[config.mk]
export PLATFORM = sky130hd
export DESIGN_NAME = bus_grant_arbiter
export DESIGN_NICKNAME = d
export VERILOG_FILES = /design/src/rtl/bga_pkg.sv /design/src/rtl/bga_rst_sync.sv /design/src/rtl/bga_fixed_pick.sv /design/src/rtl/bga_lrg_pick.sv /design/src/rtl/bga_prio_bank.sv /design/src/rtl/bus_grant_arbiter.sv
export SDC_FILE = /design/constraint.sdc
export NUM_CORES = 1
export LEC_CHECK = 0
export ABC_CLOCK_PERIOD_IN_PS = 800
export BUFFER_PORTS_ARGS = -buffer_cell sky130_fd_sc_hd__buf_4
export CAP_MARGIN = 10
export CORE_MARGIN = 2
export CORE_UTILIZATION = 50
export CTS_CLUSTER_SIZE = 25
export DETAILED_ROUTE_END_ITERATION = 10
export MAX_ROUTING_LAYER = met4
export PLACE_DENSITY = 0.83
export SLEW_MARGIN = 20
export SYNTH_ARGS = -nofsm -noshare
export SYNTH_HDL_FRONTEND = slang
export SYNTH_SLANG_ARGS = --single-unit
export TNS_END_PERCENT = 50
[constraint.sdc]
create_clock -name clk -period 0.8 [get_ports clk]
set_input_delay 0.12 -clock clk [delete_from_list [all_inputs] [get_ports clk]]
set_output_delay 0.12 -clock clk [all_outputs]
set_load 0.02 [all_outputs]
[src/rtl/bga_pkg.sv]
package bga_pkg;

  typedef enum logic {
    ARB_FIXED = 1'b0,
    ARB_LRG   = 1'b1
  } arb_mode_e;

endpackage

[src/rtl/bga_rst_sync.sv]
module bga_rst_sync #(
  parameter int unsigned STAGES = 2
) (
  input  logic clk,
  input  logic rst_n,
  output logic rst_sync_n
);

  logic [STAGES-1:0] sync_q;

  always_ff @(posedge clk or negedge rst_n) begin
    if (!rst_n) begin
      sync_q <= '0;
    end else begin
      sync_q <= {sync_q[STAGES-2:0], 1'b1};
    end
  end

  assign rst_sync_n = sync_q[STAGES-1];

endmodule

[src/rtl/bga_fixed_pick.sv]
module bga_fixed_pick #(
  parameter int unsigned N = 4
) (
  input  logic [N-1:0] req,
  output logic [N-1:0] win_oh
);

  logic [N-1:0] blocked;

  // blocked[i] is set when any lower-index master requests
  always_comb begin
    blocked[0] = 1'b0;
    for (int i = 1; i < N; i++) begin
      blocked[i] = blocked[i-1] | req[i-1];
    end
  end

  assign win_oh = req & ~blocked;

endmodule

[src/rtl/bga_lrg_pick.sv]
module bga_lrg_pick #(
  parameter int unsigned N = 4,
  parameter int unsigned W = 3
) (
  input  logic [N-1:0]        req,
  input  logic [N-1:0][W-1:0] prio,
  output logic [N-1:0]        win_oh
);

  logic [W-1:0] best;
  logic         found;

  // strict greater-than keeps the lower index on ties
  always_comb begin
    win_oh = '0;
    best   = '0;
    found  = 1'b0;
    for (int i = 0; i < N; i++) begin
      if (req[i] && (!found || (prio[i] > best))) begin
        found     = 1'b1;
        best      = prio[i];
        win_oh    = '0;
        win_oh[i] = 1'b1;
      end
    end
  end

endmodule

[src/rtl/bga_prio_bank.sv]
module bga_prio_bank #(
  parameter int unsigned N = 4,
  parameter int unsigned W = 3
) (
  input  logic                clk,
  input  logic                rst_n,
  input  logic                upd_en,
  input  logic [N-1:0]        win_oh,
  output logic [N-1:0][W-1:0] prio_q
);

  localparam logic [W-1:0] PRIO_MAX = {W{1'b1}};

  logic [N-1:0][W-1:0] prio_d;

  for (genvar g = 0; g < N; g++) begin : g_cnt
    always_comb begin
      if (win_oh[g]) begin
        prio_d[g] = '0;
      end else if (prio_q[g] == PRIO_MAX) begin
        prio_d[g] = PRIO_MAX;
      end else begin
        prio_d[g] = prio_q[g] + 1'b1;
      end
    end

    always_ff @(posedge clk or negedge rst_n) begin
      if (!rst_n) begin
        prio_q[g] <= '0;
      end else if (upd_en) begin
        prio_q[g] <= prio_d[g];
      end
    end
  end

endmodule

[src/rtl/bus_grant_arbiter.sv]
module bus_grant_arbiter
  import bga_pkg::*;
#(
  parameter int unsigned N_MASTERS = 4,
  parameter int unsigned PRIO_W    = 3,
  parameter int unsigned SYNC_LEN  = 2
) (
  input  logic                 clk,
  input  logic                 rst_n,
  input  logic                 dyn_mode_i,
  input  logic [N_MASTERS-1:0] req_i,
  output logic [N_MASTERS-1:0] grant_o
);

  logic                              rst_sync_n;
  arb_mode_e                         mode;
  logic [N_MASTERS-1:0]              grant_q;
  logic [N_MASTERS-1:0]              grant_d;
  logic [N_MASTERS-1:0]              fixed_oh;
  logic [N_MASTERS-1:0]              lrg_oh;
  logic [N_MASTERS-1:0]              pick_oh;
  logic [N_MASTERS-1:0][PRIO_W-1:0]  prio_q;
  logic                              owner_holds;
  logic                              grant_en;
  logic                              new_grant;

  bga_rst_sync #(.STAGES(SYNC_LEN)) u_rst_sync (
    .clk        (clk),
    .rst_n      (rst_n),
    .rst_sync_n (rst_sync_n)
  );

  assign mode = arb_mode_e'(dyn_mode_i);

  bga_fixed_pick #(.N(N_MASTERS)) u_fixed (
    .req    (req_i),
    .win_oh (fixed_oh)
  );

  bga_lrg_pick #(.N(N_MASTERS), .W(PRIO_W)) u_lrg (
    .req    (req_i),
    .prio   (prio_q),
    .win_oh (lrg_oh)
  );

  // next-state decision
  always_comb begin
    owner_holds = |(grant_q & req_i);
    pick_oh     = (mode == ARB_LRG) ? lrg_oh : fixed_oh;
    grant_en    = !owner_holds;
    grant_d     = owner_holds ? grant_q : pick_oh;
    new_grant   = !owner_holds && (|req_i);
  end

  // grant register
  always_ff @(posedge clk or negedge rst_sync_n) begin
    if (!rst_sync_n) begin
      grant_q <= '0;
    end else if (grant_en) begin
      grant_q <= grant_d;
    end
  end

  bga_prio_bank #(.N(N_MASTERS), .W(PRIO_W)) u_prio (
    .clk    (clk),
    .rst_n  (rst_sync_n),
    .upd_en (new_grant),
    .win_oh (pick_oh),
    .prio_q (prio_q)
  );

  assign grant_o = grant_q;

endmodule

* Yosys cells after proc, flatten, opt, wreduce, memory -nomap -nowiden
Cells that the tools add are included.
** Storage, ports and cells
- Output and inout port bits :: 4
- Word-level logic and storage cells :: 54
- Bits in registers :: 18
- Bits of input ports :: 7
** Cells by class
- Magnitude comparators :: 3
- Bitwise gates (word level) :: 5
- Mux-type cells :: 19
- Equal/unequal tests :: 4
- Reductions and logical operators :: 13
- Add/sub/neg operators :: 4
** Operator list (number)
- 3-bit 2-to-1 mux :: 11
- 4-bit 2-to-1 mux :: 4
- 3-bit by 1-bit adder with 3-bit output (second input constant) :: 4
- 3-bit equality test (second input constant) :: 4
- 3-bit greater-than comparator :: 3
- 4-bit bitwise AND :: 2
- 4-bit OR reduction :: 2
- 1-bit logical AND :: 4
- 1-bit logical NOT :: 4
- 1-bit 2-to-1 mux :: 4
- 4-bit inverter :: 1
- 1-bit logical OR :: 3
- 1-bit bitwise OR :: 2

* Depth between registers and ports, before layout
- Depth after elaboration :: 15
- Depth in mapped cells :: 19
- Depth with buffers taken out :: 18

* Modules after synthesis
From an unflattened synthesis, not the netlist that was laid out.
** Second synthesis, totals
- Cell total of the unflattened synthesis :: 136
- Area, all modules :: 1421.4 um^2
** By module, submodules not included
- bga_prio_bank :: seq. area each 300.3 um^2, times used 1, area an instance 644.4 um^2, cells an instance 54
- bga_lrg_pick :: seq. area each 0.0 um^2, times used 1, area an instance 455.4 um^2, cells an instance 58
- bus_grant_arbiter :: seq. area each 100.1 um^2, times used 1, area an instance 231.5 um^2, cells an instance 17
- bga_rst_sync :: seq. area each 50.0 um^2, times used 1, area an instance 53.8 um^2, cells an instance 3
- bga_fixed_pick :: seq. area each 0.0 um^2, times used 1, area an instance 36.3 um^2, cells an instance 4

* Least setup slack after synthesis
No wires, ideal clock.
- Path kind :: in2reg
- Start :: in req_i[0]
- End :: reg u_prio.prio_q[6] in the netlist's numbering
- Setup slack :: -3174 ps
- Data arrival time :: 3829 ps
- Cell stages on the path :: 18
- Path buffers :: 1
- Data required time :: 654 ps
- Setup time :: 146 ps
- Cells stage by stage :: clkbuf_1 -> nand2_1 -> ha_1 -> a21oi_1 -> o21ai_0 -> a31o_2 -> a32oi_1 -> ha_1 -> nor2b_1 -> o21a_1 -> o311ai_4 -> mux2_2 -> ha_1 -> nand3_1 -> o211a_1 -> a21o_1 -> o21ai_0 -> a221oi_1
** On the way
- Word-level cells in the longest chain between the ends :: 15
- Elaborated cells on any way between the ends :: 30
- Classes of those cells :: order compare (3); mux (10); bitwise (4); reduce/logical (13)
** Ends and longest elaborated chain
- from (decl) :: line bus_grant_arbiter.sv:11 : input logic [N_MASTERS-1:0] req_i,
- 3-bit 2-to-1 mux or 1-bit 2-to-1 mux (tied branches) :: line bga_lrg_pick.sv:19 : if (req[i] && (!found || (prio[i] > best))) begin
- 3-bit greater-than comparator or 1-bit logical NOT (tied branches) :: line bga_lrg_pick.sv:19
- 1-bit logical OR :: line bga_lrg_pick.sv:19
- 1-bit logical AND :: line bga_lrg_pick.sv:19
- 3-bit 2-to-1 mux or 1-bit 2-to-1 mux (tied branches) :: line bga_lrg_pick.sv:19
- 3-bit greater-than comparator or 1-bit logical NOT (tied branches) :: line bga_lrg_pick.sv:19
- 1-bit logical OR :: line bga_lrg_pick.sv:19
- 1-bit logical AND :: line bga_lrg_pick.sv:19
- 3-bit 2-to-1 mux or 1-bit 2-to-1 mux (tied branches) :: line bga_lrg_pick.sv:19
- 3-bit greater-than comparator or 1-bit logical NOT (tied branches) :: line bga_lrg_pick.sv:19
- 1-bit logical OR :: line bga_lrg_pick.sv:19
- 1-bit logical AND :: line bga_lrg_pick.sv:19
- 4-bit 2-to-1 mux :: line bga_lrg_pick.sv:19
- 4-bit 2-to-1 mux :: line bus_grant_arbiter.sv:49 : pick_oh = (mode == ARB_LRG) ? lrg_oh : fixed_oh;
- 3-bit 2-to-1 mux :: line bga_prio_bank.sv:18 : if (win_oh[g]) begin
- to (signal, indexed assignment) :: line bga_prio_bank.sv:31 : prio_q[g] <= prio_d[g];
- to (decl) :: line bga_prio_bank.sv:9 : output logic [N-1:0][W-1:0] prio_q
Parallel ways exist; a longest one is shown, timed or not.
A chain may end at the register's enable or synchronous reset.

* Worst setup path in the final report
- Start :: reg u_prio.prio_q[2] in the netlist's numbering
- End :: reg grant_q[2] (netlist: grant_o[2])
** On the way
- Word-level cells in the longest chain between the ends :: 14
- Elaborated cells on any way between the ends :: 19
- Classes of those cells :: order compare (3); mux (8); reduce/logical (8)
** Ends and longest elaborated chain
- 3-bit 2-to-1 mux (*) :: line bga_lrg_pick.sv:19
- 3-bit greater-than comparator :: line bga_lrg_pick.sv:19
- 1-bit logical OR :: line bga_lrg_pick.sv:19
- 1-bit logical AND :: line bga_lrg_pick.sv:19
- 3-bit 2-to-1 mux or 1-bit 2-to-1 mux (tied branches) :: line bga_lrg_pick.sv:19
- 3-bit greater-than comparator or 1-bit logical NOT (tied branches) :: line bga_lrg_pick.sv:19
- 1-bit logical OR :: line bga_lrg_pick.sv:19
- 1-bit logical AND :: line bga_lrg_pick.sv:19
- 3-bit 2-to-1 mux or 1-bit 2-to-1 mux (tied branches) :: line bga_lrg_pick.sv:19
- 3-bit greater-than comparator or 1-bit logical NOT (tied branches) :: line bga_lrg_pick.sv:19
- 1-bit logical OR :: line bga_lrg_pick.sv:19
- 1-bit logical AND :: line bga_lrg_pick.sv:19
- 4-bit 2-to-1 mux (*) :: line bga_lrg_pick.sv:19
- 4-bit 2-to-1 mux (*) :: line bus_grant_arbiter.sv:49
- to (signal assigned) :: line bus_grant_arbiter.sv:60 : grant_q <= grant_d;
- to (decl) :: line bus_grant_arbiter.sv:17 : logic [N_MASTERS-1:0] grant_q;
Mark *: on every way between the ends. The rest lies on a longest branch, timed or not.

==> results.json <==
{
  "pre_cts_ws_ns": -3.23,
  "vias": 1372,
  "r2r_start": "u_prio.prio_q[2]",
  "ys_warn_count": 0,
  "p_leak_nw": 0.967,
  "synth_compound_area_share_pct": 31.1,
  "finClkSkew_ns": 0.00130,
  "clock-sinks": 18,
  "cts_buffers": 3,
  "gp_congestion": 0.890,
  "final_net_count": 215,
  "synth_top_family_by_area": "compound AO/OA/AOI/OAI gates",
  "io_pins": 11,
  "synth_simple_gate_area_share_pct": 13.1,
  "dr.pass1.iters": 4,
  "syn_nets": 148,
  "die_w_um": 54.1,
  "drv_slew": 0,
  "start_kind": "flip-flop",
  "cpPeakStageDelay_ns": 0.41,
  "yosysUniqueCellTypes": 41,
  "place_hpwl_um": 3000,
  "synth-xor-area-share_pct": 0,
  "failed_checks": "setup timing",
  "cpLargestDelayFamily": "compound AO/OA/AOI/OAI gates",
  "slowest_stage": "dfrtp_1",
  "cts-root-buf": "clkbuf_4",
  "drt_iter0_drc": 32,
  "rsz0062_at_grt": "yes",
  "place_area_um2": 1760,
  "status": "complete, but fails checks",
  "track_usage_pct": 33.1,
  "layout_commonest_cell": "buf_4",
  "rows": 18,
  "reg2reg_to": "grant_o[2]",
  "gr-total-overflow": 0,
  "fin_ws_ns": -3.32,
  "worstSetupStartpoint": "u_prio.prio_q[2]",
  "clk_latency_ns": 0.30,
  "portBuffers": 10,
  "endpoint": "grant_o[2]",
  "htree_levels": 1,
  "final_area_um2": 2040,
  "crit_type": "flip-flop to flip-flop",
  "fmax_mhz": 243,
  "total_power_mw": 10.7,
  "die-area_um2": 2930,
  "diodes": 0,
  "cp_data_arrival_time_ns": 4.32,
  "holdWs_ns": 0.112,
  "syn_area_um2": 1250,
  "pwr_density_cell_nw_per_um2": 5220,
  "antenna_found_initial": 0,
  "yosys.area_share.adder_pct": 13.0,
  "grt_max_degree": 13,
  "syn_inst": 128,
  "wl_um": 4410,
  "layout_min_cycle_time_ns": 4.12,
  "drive_gt1_share_pct": 57.5,
  "r2r_slack_ns": -3.32,
  "postSynthAreaPerCell_um2": 9.80,
  "ir_worst_vdd_mv": 4.38,
  "postRouteAntennaNets": 0,
  "cp_num_buf_inv": 2,
  "syn2layout_area_growth_pct": 62.7,
  "rr_worst_depth": 19,
  "tritoncts": "built",
  "cp.depth": 19,
  "grt_pass1_vias": 1379,
  "route.detailed.drc": 0,
  "routedWlPerCell_um": 19.8,
  "hold_viol_final": 0,
  "grt_first_pass_wirelength_um": 6400,
  "min_path_type": "flip-flop to asynchronous set/reset pin",
  "mostFrequentLayoutCells": "buf_4, dfrtp_1, a21oi_1, nand2_1, nor2_1",
  "initial_core_util_pct": 51.6,
  "ys_ff_latch": 18,
  "path_clk_slew_ns": 0.10,
  "die_height_um": 54.1,
  "setup_viol": 20,
  "tns_ns": -52.85,
  "synth_mux_area_share_pct": 3.39,
  "crit_path_max_fanout": 6,
  "period_share_pct": 515,
  "path_cells": "nand2_2 -> ha_4 -> a21oi_2 -> o21ai_2 -> a31o_2 -> a32oi_2 -> ha_1 -> nor2b_4 -> o21a_1 -> o311ai_4 -> nor2_2 -> a21o_1 -> ha_4 -> inv_1 -> o21ai_4 -> a21o_1 -> buf_4 -> o21ai_4 -> mux2_4",
  "maxCapViolCount": 0,
  "cp.required_ns": 1.00,
  "ys_seq_area_share_pct": 35.9,
  "detail_route.vias_per_cell": 6.15,
  "core_area_um2": 2430,
  "clk_path_buf_depth": 2,
  "crit_path_end_kind": "flip-flop"
}
[worst min path at each step]
| stage | from | to | slack [ns] |
|---|---|---|---|
| final | u_rst_sync.sync_q[1] | grant_o[0] | 0.11 |
| after detailed placement | rst_n | u_rst_sync.sync_q[0] | -0.09 |
| after global routing | rst_n | u_rst_sync.sync_q[0] | 0.13 |
| after floorplan | rst_n | u_rst_sync.sync_q[0] | -0.18 |
| after global placement | rst_n | u_rst_sync.sync_q[0] | -0.1 |
| after CTS | u_rst_sync.sync_q[1] | grant_o[0] | 0.11 |
[cells in the mapped netlist, drive strengths merged]
cell | instances | share of area (%)
a211oi | 3 | 2.2
a21boi | 2 | 1.2
a21o | 5 | 3.2
a21oi | 17 | 7.7
a221oi | 1 | 0.70
a222oi | 1 | 0.80
a22o | 2 | 1.5
a31o | 2 | 1.4
a32oi | 2 | 1.4
and2 | 2 | 1.0
and3 | 1 | 0.60
buf | 2 | 1.5
clkbuf | 1 | 0.30
conb | 1 | 0.30
dfrtp | 18 | 36
ha | 13 | 13
inv | 5 | 1.5
mux2 | 2 | 1.8
mux2i | 2 | 1.6
nand2 | 12 | 3.8
nand3 | 4 | 1.6
nand3b | 1 | 0.60
nor2 | 12 | 3.8
nor2b | 1 | 0.50
nor3 | 1 | 0.40
o2111ai | 1 | 0.70
o211a | 1 | 0.80
o21a | 1 | 0.60
o21ai | 3 | 1.2
o311a | 1 | 0.90
o311ai | 1 | 2.1
o31ai | 6 | 4.8
or4b | 1 | 0.80
[logic make-up (layout without fill, tap and decap cells)]
family | Yosys count | after routing
simple gates | 35 | 35
fa+ha+maj | 13 | 13
other cells | 1 | 1
flops | 18 | 18
buf+inv | 8 | 73
mux | 4 | 4
compound gates | 49 | 49
[state kept, by name, indices dropped and copies added (netlist names)]
signal,flops
u_prio.prio_q,12
grant_o,4
u_rst_sync.sync_q,2
[report_power, final]
part	switching, mW	internal [mW]
Sequential	0.317	1.32
Clock	0.285	0.176
Combinational	4.13	4.43
Total	4.73	5.93
[layout make-up]
class / instances / area (um2)
inverters: 5 / 18.8
clock buffers: 3 / 22.5
multi-input cells: 102 / 980
fillers: 128 / 390
repair buffers: 65 / 533
well taps: 30 / 37.5
flip-flops and latches: 18 / 450
[stage by stage]
step | util (%) | std cells
3_5_place_dp | 72.5 | 209
5_1_grt | 84.0 | 223
4_1_cts | 81.4 | 219
6_report | 84.0 | 223
3_3_place_gp | 72.5 | 209
2_1_floorplan | - | 128
[per-layer routing]
| layer | track usage, % | up-vias | wire [um] |
|---|---|---|---|
| li1 | - | 611 | - |
| met1 | 38.1 | 685 | 1810 |
| met2 | 53.7 | 53 | 2190 |
| met3 | 5.00 | 23 | 188 |
| met4 | 20.8 | 0 | 231 |
| met5 | - | - | 0 |
[timing repair]
action                                  CTS  global route
pin swaps                                18             8
hold buffers                              1             0
endpoints found under the setup margin   20            20
resized for setup                        27             5
endpoints found under the hold margin     2             0
buffers inserted                          6             4
Power figures use the tool's default switching activity.
